<file path="src/rtl/gpio_pkg.sv">
package gpio_pkg;
  localparam int IMG_W = 16;
  localparam int NREG  = 7;
  typedef enum logic [2:0] {
    REG_DIR   = 3'd0,
    REG_DAT   = 3'd1,
    REG_IMODE = 3'd2,
    REG_IEN   = 3'd3,
    REG_IEDGE = 3'd4,
    REG_STAT  = 3'd5,
    REG_OMODE = 3'd6
  } reg_sel_e;
endpackage

</file>
<file path="src/rtl/gpio_sync.sv">
module gpio_sync #(
  parameter int W = 10
) (
  input  logic         clk_i,
  input  logic         rst_ni,
  input  logic [W-1:0] d_i,
  output logic [W-1:0] q_o
);
  logic [W-1:0] s1_q, s2_q;
  always_ff @(posedge clk_i or negedge rst_ni) begin
    if (!rst_ni) begin
      s1_q <= '0;
      s2_q <= '0;
    end else begin
      s1_q <= d_i;
      s2_q <= s1_q;
    end
  end
  assign q_o = s2_q;
endmodule

</file>
<file path="src/rtl/gpio_edge_det.sv">
module gpio_edge_det #(
  parameter int NPIN = 10
) (
  input  logic            clk_i,
  input  logic            rst_ni,
  input  logic [NPIN-1:0] sync_i,
  input  logic [NPIN-1:0] dir_i,
  input  logic [NPIN-1:0] imode_i,
  input  logic [NPIN-1:0] iedge_i,
  output logic [NPIN-1:0] evt_o
);
  logic [NPIN-1:0] prev_q;
  always_ff @(posedge clk_i or negedge rst_ni) begin
    if (!rst_ni) prev_q <= '0;
    else         prev_q <= sync_i;
  end

  logic [NPIN-1:0] rise, fall;
  assign rise  = sync_i & ~prev_q;
  assign fall  = ~sync_i & prev_q;
  // only edge-mode inputs produce events
  assign evt_o = ~dir_i & imode_i & (rise | (fall & iedge_i));
endmodule

</file>
<file path="src/rtl/gpio_regfile.sv">
module gpio_regfile
  import gpio_pkg::*;
#(
  parameter int          NPIN = 10,
  parameter logic [7:0]  BASE = 8'h20
) (
  input  logic            clk_i,
  input  logic            rst_ni,
  input  logic [7:0]      addr_i,
  input  logic [7:0]      wdata_i,
  input  logic            we_i,
  input  logic [NPIN-1:0] sync_i,
  input  logic [NPIN-1:0] evt_i,
  output logic [NPIN-1:0] dir_o,
  output logic [NPIN-1:0] dat_o,
  output logic [NPIN-1:0] imode_o,
  output logic [NPIN-1:0] ien_o,
  output logic [NPIN-1:0] iedge_o,
  output logic [NPIN-1:0] stat_o,
  output logic [NPIN-1:0] omode_o,
  output logic [NPIN-1:0] clr_o,
  output logic [7:0]      rdata_o
);
  localparam logic [7:0] SPAN = 8'(2 * NREG);

  logic [7:0] off;
  logic       hit, hi;
  logic [2:0] idx;
  assign off = addr_i - BASE;
  assign hit = off < SPAN;
  assign hi  = off[0];
  assign idx = off[3:1];

  function automatic logic [NPIN-1:0] merge(logic [NPIN-1:0] cur, logic h, logic [7:0] wd);
    logic [IMG_W-1:0] im;
    im = '0;
    im[NPIN:1] = cur;
    if (h) im[15:8] = wd;
    else   im[7:0]  = wd;
    return im[NPIN:1];
  endfunction

  logic [NPIN-1:0] regs [NREG];

  for (genvar k = 0; k < NREG; k++) begin : g_reg
    localparam logic [NPIN-1:0] RST =
      (k == REG_IEDGE || k == REG_OMODE) ? '1 : '0;
    logic            wr;
    logic [NPIN-1:0] q, d;
    assign wr = we_i & hit & (idx == 3'(k));

    if (k == REG_STAT) begin : g_w1c
      logic [NPIN-1:0] clr;
      assign clr   = wr ? merge('0, hi, wdata_i) : '0;
      assign d     = (q & ~clr) | evt_i;  // event beats clear
      assign clr_o = clr;
    end else if (k == REG_DAT) begin : g_dat
      logic [NPIN-1:0] flw, wv;
      assign flw = ~dir_o & ~imode_o;
      assign wv  = wr ? merge(q, hi, wdata_i) : q;
      assign d   = (wv & ~flw) | (sync_i & flw);
    end else begin : g_plain
      assign d = wr ? merge(q, hi, wdata_i) : q;
    end

    always_ff @(posedge clk_i or negedge rst_ni) begin
      if (!rst_ni) q <= RST;
      else         q <= d;
    end
    assign regs[k] = q;
  end

  assign dir_o   = regs[REG_DIR];
  assign dat_o   = regs[REG_DAT];
  assign imode_o = regs[REG_IMODE];
  assign ien_o   = regs[REG_IEN];
  assign iedge_o = regs[REG_IEDGE];
  assign stat_o  = regs[REG_STAT];
  assign omode_o = regs[REG_OMODE];

  logic [IMG_W-1:0] rimg;
  always_comb begin
    rimg = '0;
    if (hit && idx < 3'(NREG)) rimg[NPIN:1] = regs[idx];
    rdata_o = hi ? rimg[15:8] : rimg[7:0];
  end
endmodule

</file>
<file path="src/rtl/gpio_irq_ctrl.sv">
module gpio_irq_ctrl #(
  parameter int         NPIN = 10,
  parameter logic [7:0] BASE = 8'h20
) (
  input  logic            clk_i,
  input  logic            rst_ni,
  input  logic [7:0]      addr_i,
  input  logic [7:0]      wdata_i,
  input  logic            we_i,
  output logic [7:0]      rdata_o,
  input  logic [NPIN-1:0] pad_i,
  output logic [NPIN-1:0] pad_o,
  output logic [NPIN-1:0] pad_oe_o,
  output logic            irq_o
);
  logic [NPIN-1:0] sync, evt, clr;
  logic [NPIN-1:0] dir_q, dat_q, imode_q, ien_q, iedge_q, stat_q, omode_q;

  gpio_sync #(.W(NPIN)) u_sync (
    .clk_i(clk_i), .rst_ni(rst_ni), .d_i(pad_i), .q_o(sync)
  );

  gpio_edge_det #(.NPIN(NPIN)) u_edge (
    .clk_i(clk_i), .rst_ni(rst_ni), .sync_i(sync), .dir_i(dir_q),
    .imode_i(imode_q), .iedge_i(iedge_q), .evt_o(evt)
  );

  gpio_regfile #(.NPIN(NPIN), .BASE(BASE)) u_regs (
    .clk_i(clk_i), .rst_ni(rst_ni), .addr_i(addr_i), .wdata_i(wdata_i),
    .we_i(we_i), .sync_i(sync), .evt_i(evt), .dir_o(dir_q), .dat_o(dat_q),
    .imode_o(imode_q), .ien_o(ien_q), .iedge_o(iedge_q), .stat_o(stat_q),
    .omode_o(omode_q), .clr_o(clr), .rdata_o(rdata_o)
  );

  for (genvar i = 0; i < NPIN; i++) begin : g_pad
    always_comb begin
      if (!dir_q[i]) begin
        pad_o[i]    = 1'b0;
        pad_oe_o[i] = 1'b0;
      end else if (omode_q[i]) begin
        pad_o[i]    = 1'b0;       // open drain: drive low only
        pad_oe_o[i] = ~dat_q[i];
      end else begin
        pad_o[i]    = dat_q[i];
        pad_oe_o[i] = 1'b1;
      end
    end
  end

  assign irq_o = |(stat_q & ien_q);
endmodule

</file>
<file path="config.mk">
export PLATFORM = sky130hd
export DESIGN_NAME = gpio_irq_ctrl
export DESIGN_NICKNAME = d
export VERILOG_FILES = /design/src/rtl/gpio_pkg.sv /design/src/rtl/gpio_sync.sv /design/src/rtl/gpio_edge_det.sv /design/src/rtl/gpio_regfile.sv /design/src/rtl/gpio_irq_ctrl.sv
export SDC_FILE = /design/constraint.sdc
export NUM_CORES = 1
export LEC_CHECK = 0
export BUFFER_PORTS_ARGS = -buffer_cell sky130_fd_sc_hd__buf_2
export CAP_MARGIN = 20
export CORE_ASPECT_RATIO = 1.75
export CORE_UTILIZATION = 49
export DETAILED_ROUTE_END_ITERATION = 8
export PLACE_DENSITY = 0.69
export SYNTH_ARGS = -nofsm -noshare
export SYNTH_HDL_FRONTEND = slang
export SYNTH_SLANG_ARGS = --single-unit
</file>
<file path="constraint.sdc">
create_clock -name clk_i -period 2.34 [get_ports clk_i]
set_input_delay 0.351 -clock clk_i [delete_from_list [all_inputs] [get_ports clk_i]]
set_output_delay 0.351 -clock clk_i [all_outputs]
set_load 0.05 [all_outputs]
</file>
==> results_dict.tcl <==
set metrics [dict create \
    maxSlewHeadroom_pct 64.2 \
    grt_max_degree 36 \
    async_reset_ff_share_pct 100 \
    ys_types 44 \
    synth_nets 422 \
    worstMarginPinSlew_ps 531 \
    syn_area_sq_mm 0.00471 \
    viasPerCell 5.73 \
    insertion_delay_ps 340 \
    worst-path-buf-inv 4 \
    synth-edff-count 0 \
    yosys-top-cells-area "dfrtp_1, dfstp_2, mux2_2, mux2i_1, mux4_2" \
    h-tree-depth 3 \
    netlist_instances 392 \
    cts_tree "yes" \
    drt-pass1-iter-count 5 \
    crit_required_ps 1990 \
    fp.dieW_um 76.1 \
    ios 58 \
    gp_congestion 0.845 \
    power_uw 4510 \
    detail_route.wirelength_um 11200 \
    vias 3448 \
    nets 505 \
    start_util_pct 50.1 \
    cp_max_fo 5 \
    fin_setup_tns_ps 0 \
    ir_worst_vdd_v 0.000430 \
    drive_gt1_share_pct 40.0 \
    critPathTopFamily "buffers and inverters" \
    yosys.area_share.adder_pct 0.266 \
    critical_path.slowest_cell "ha_1" \
    synthMuxAreaShare_pct 21.4 \
    synth.top_cell.area_share_pct 42.5 \
    yosys_warnings 0 \
    pwr-share-comb_pct 21.2 \
    synthXorXnorAreaFrac_pct 0.186 \
    crit_chain "buf_2 -> inv_1 -> ha_1 -> nand4bb_1 -> nor2_1 -> nand2_1 -> buf_4 -> a211oi_1 -> buf_4" \
    wl_per_cell_um 18.6 \
    dpl.cell_count 583 \
    fin_hold_ws_ps 109 \
    clkPwrFrac_pct 32.7 \
    grt_antenna_before_repair 0 \
    rsz0062_at_grt "yes" \
    drc_errors 0 \
    critical_path_arrival_ps 1940 \
    finalClockSkew_ps 6.63 \
    status "complete, no violations" \
    leakagePower_uw 0.00266 \
    syn_to_final_growth_pct 20.7 \
    grt_use_total_pct 23.5 \
    fin_crit_sh_pct 97.8 \
    synth_top_family_by_area "multiplexers" \
    rrSetupSlack_ps 1320 \
    port_buffers 57 \
    critPathKind "input pin to primary output" \
    core.rowCount 47 \
    r2r_start "u_regs.dir_o[9]" \
    antenna_cells 0 \
    instances_no_fill 602 \
    die_h_um 132 \
    initialDrtViolationCount 216 \
    internal_power_uw 3090 \
    max_stage_delay_ps 300 \
    synth_flop_cell "dfrtp_1" \
    clock_path_buffers 2 \
    end_kind "primary output" \
    antenna_left 0 \
    grt_pass1_wl_um 17900 \
    switching_share_pct 31.4 \
    drv_slew 0 \
    yosysTopAreaCell "dfrtp_1" \
    endpoint "rdata_o[6]" \
    p_sw_uw 1410 \
    setup_viol 0 \
    p_per_area_mw_per_mm2 792 \
    synthTopCellsByCount "dfrtp_1, mux2_2, nor2_1" \
    ys_ff_latch 100 \
    syn_area_per_cell_sq_um 12.0 \
    yosysMostFrequentCell "dfrtp_1" \
    grt_pass1_vias 3496 \
    cts.sinks 100 \
    hpwl_um 8020 \
    yosys.area_share.simple_pct 11.7 \
    start_kind "input pin" \
    clock.fmax_mhz 437 \
    seq_power_share_pct 46.1 \
    critPathLaunch "addr_i[5]" \
    grt-ovfl-total 0 \
    hp-class "input pin to flip-flop" \
    core_region_area_sq_mm 0.00941 \
    maxCapViolCount 0 \
    cp.depth 9 \
    cts-buffers-inserted 9 \
    hold_viol 0 \
    synth_compound_area_share_pct 9.19 \
    min_period_ps 2290 \
    root_buffer "clkbuf_16" \
    ys_seq_area_share_pct 53.7 \
    fp.dieArea_sq_mm 0.0100 \
    reg2reg_depth 3 \
    worst_path_most_repeated_cell "buf_4" \
    clk_pin_slew_worst_paths_ps 70 \
]
## metrics by stage
stage,instance area (sq um),setup slack [ps],util [%]
floorplan,4720,-371,-
global placement,5310,19.8,56.4
detailed placement,5310,1.24,56.4
CTS,5620,12.1,59.7
global route,5690,-61.2,60.4
finish,5690,51.9,60.4
## state kept, by name (all words and copies together) (netlist names), named ones only
| register | count |
|---|---|
| u_edge.prev_q | 10 |
| u_regs.dir_o | 10 |
| u_regs.iedge_o | 10 |
| u_regs.ien_o | 10 |
| u_regs.imode_o | 10 |
| u_regs.omode_o | 10 |
| u_regs.stat_o | 10 |
| u_sync.q_o | 10 |
| u_sync.s1_q | 10 |
## cell families (layout without fill, tap and decap cells)
group,Yosys count,count (layout)
muxes,85,85
and+or+nand+nor,102,102
xor gates and xnor gates,1,1
AOI/OAI and AO/OA,64,64
adders and majority gates,1,1
DFF,100,100
buffers and inverters,39,127
## power groups by stage
stage | registers (uW) | logic [uW] | clock network, uW
after floorplan | 2050 | 707 | 0
after CTS | 2080 | 952 | 1500
after detailed placement | 2110 | 946 | 0
final | 2080 | 955 | 1470
after global placement | 2100 | 933 | 0
after global routing | 2100 | 1020 | 1580
## what timing repair did
action,CTS,global route
gates resized for setup,0,18
endpoints found under the setup margin,0,7
endpoints found under the hold margin,27,0
hold buffers,1,0
buffers inserted,0,2
## final cells by class
class                   instances  area [sq um]
clock inverters                 2          16.3
fillers                       797          3720
repair buffers                 89           584
inverters                      22          82.6
flip-flops and latches        100          2530
multi-input cells             253          2040
clock buffers                  14           284
well taps                     122           153
## layer usage
layer  up-vias  routed length (um)  track usage [%]
met1      1733                4220             26.7
met4         0                 476             12.1
li1       1581                   -                -
met2       102                6080             41.9
met3        32                 444             4.24
met5         -                   0                0
## cells in the final DEF (no fill, tap or decap), types with 4 or more instances in the layout
cell        n
dfrtp_1    80
buf_2      49
mux2_2     45
nor2_1     34
mux2i_1    32
buf_4      31
nand2_1    30
inv_1      21
dfstp_2    20
a21oi_1    17
o21ai_0    16
nand3_1    10
a32o_1     10
clkbuf_16   9
mux4_2      8
a22oi_1     5
nor2b_1     4
a211oi_1    4
clkbuf_8    4
## how the worst min path moves through the flow
stage,startpoint,end,slack (ps),depth (start not counted)
floorplan,rst_ni,async pin,60,0
global placement,u_sync.s1_q[4],u_sync.q_o[4],330,0
CTS,pad_i[4],u_sync.s1_q[4],100,1
finish,pad_i[5],u_sync.s1_q[5],110,1
global route,pad_i[4],u_sync.s1_q[4],90,1
detailed placement,u_sync.s1_q[4],u_sync.q_o[4],330,0
## worst register-to-register path, delay by kind of cell, from the launching register on
| family | cells | cell delay [ps] |
|---|---|---|
| and+or+nand+nor | 2 | 420 |
| DFF | 1 | 430 |
| AOI/OAI and AO/OA | 1 | 50 |
No activity file was read; power rests on OpenSTA's default activity.
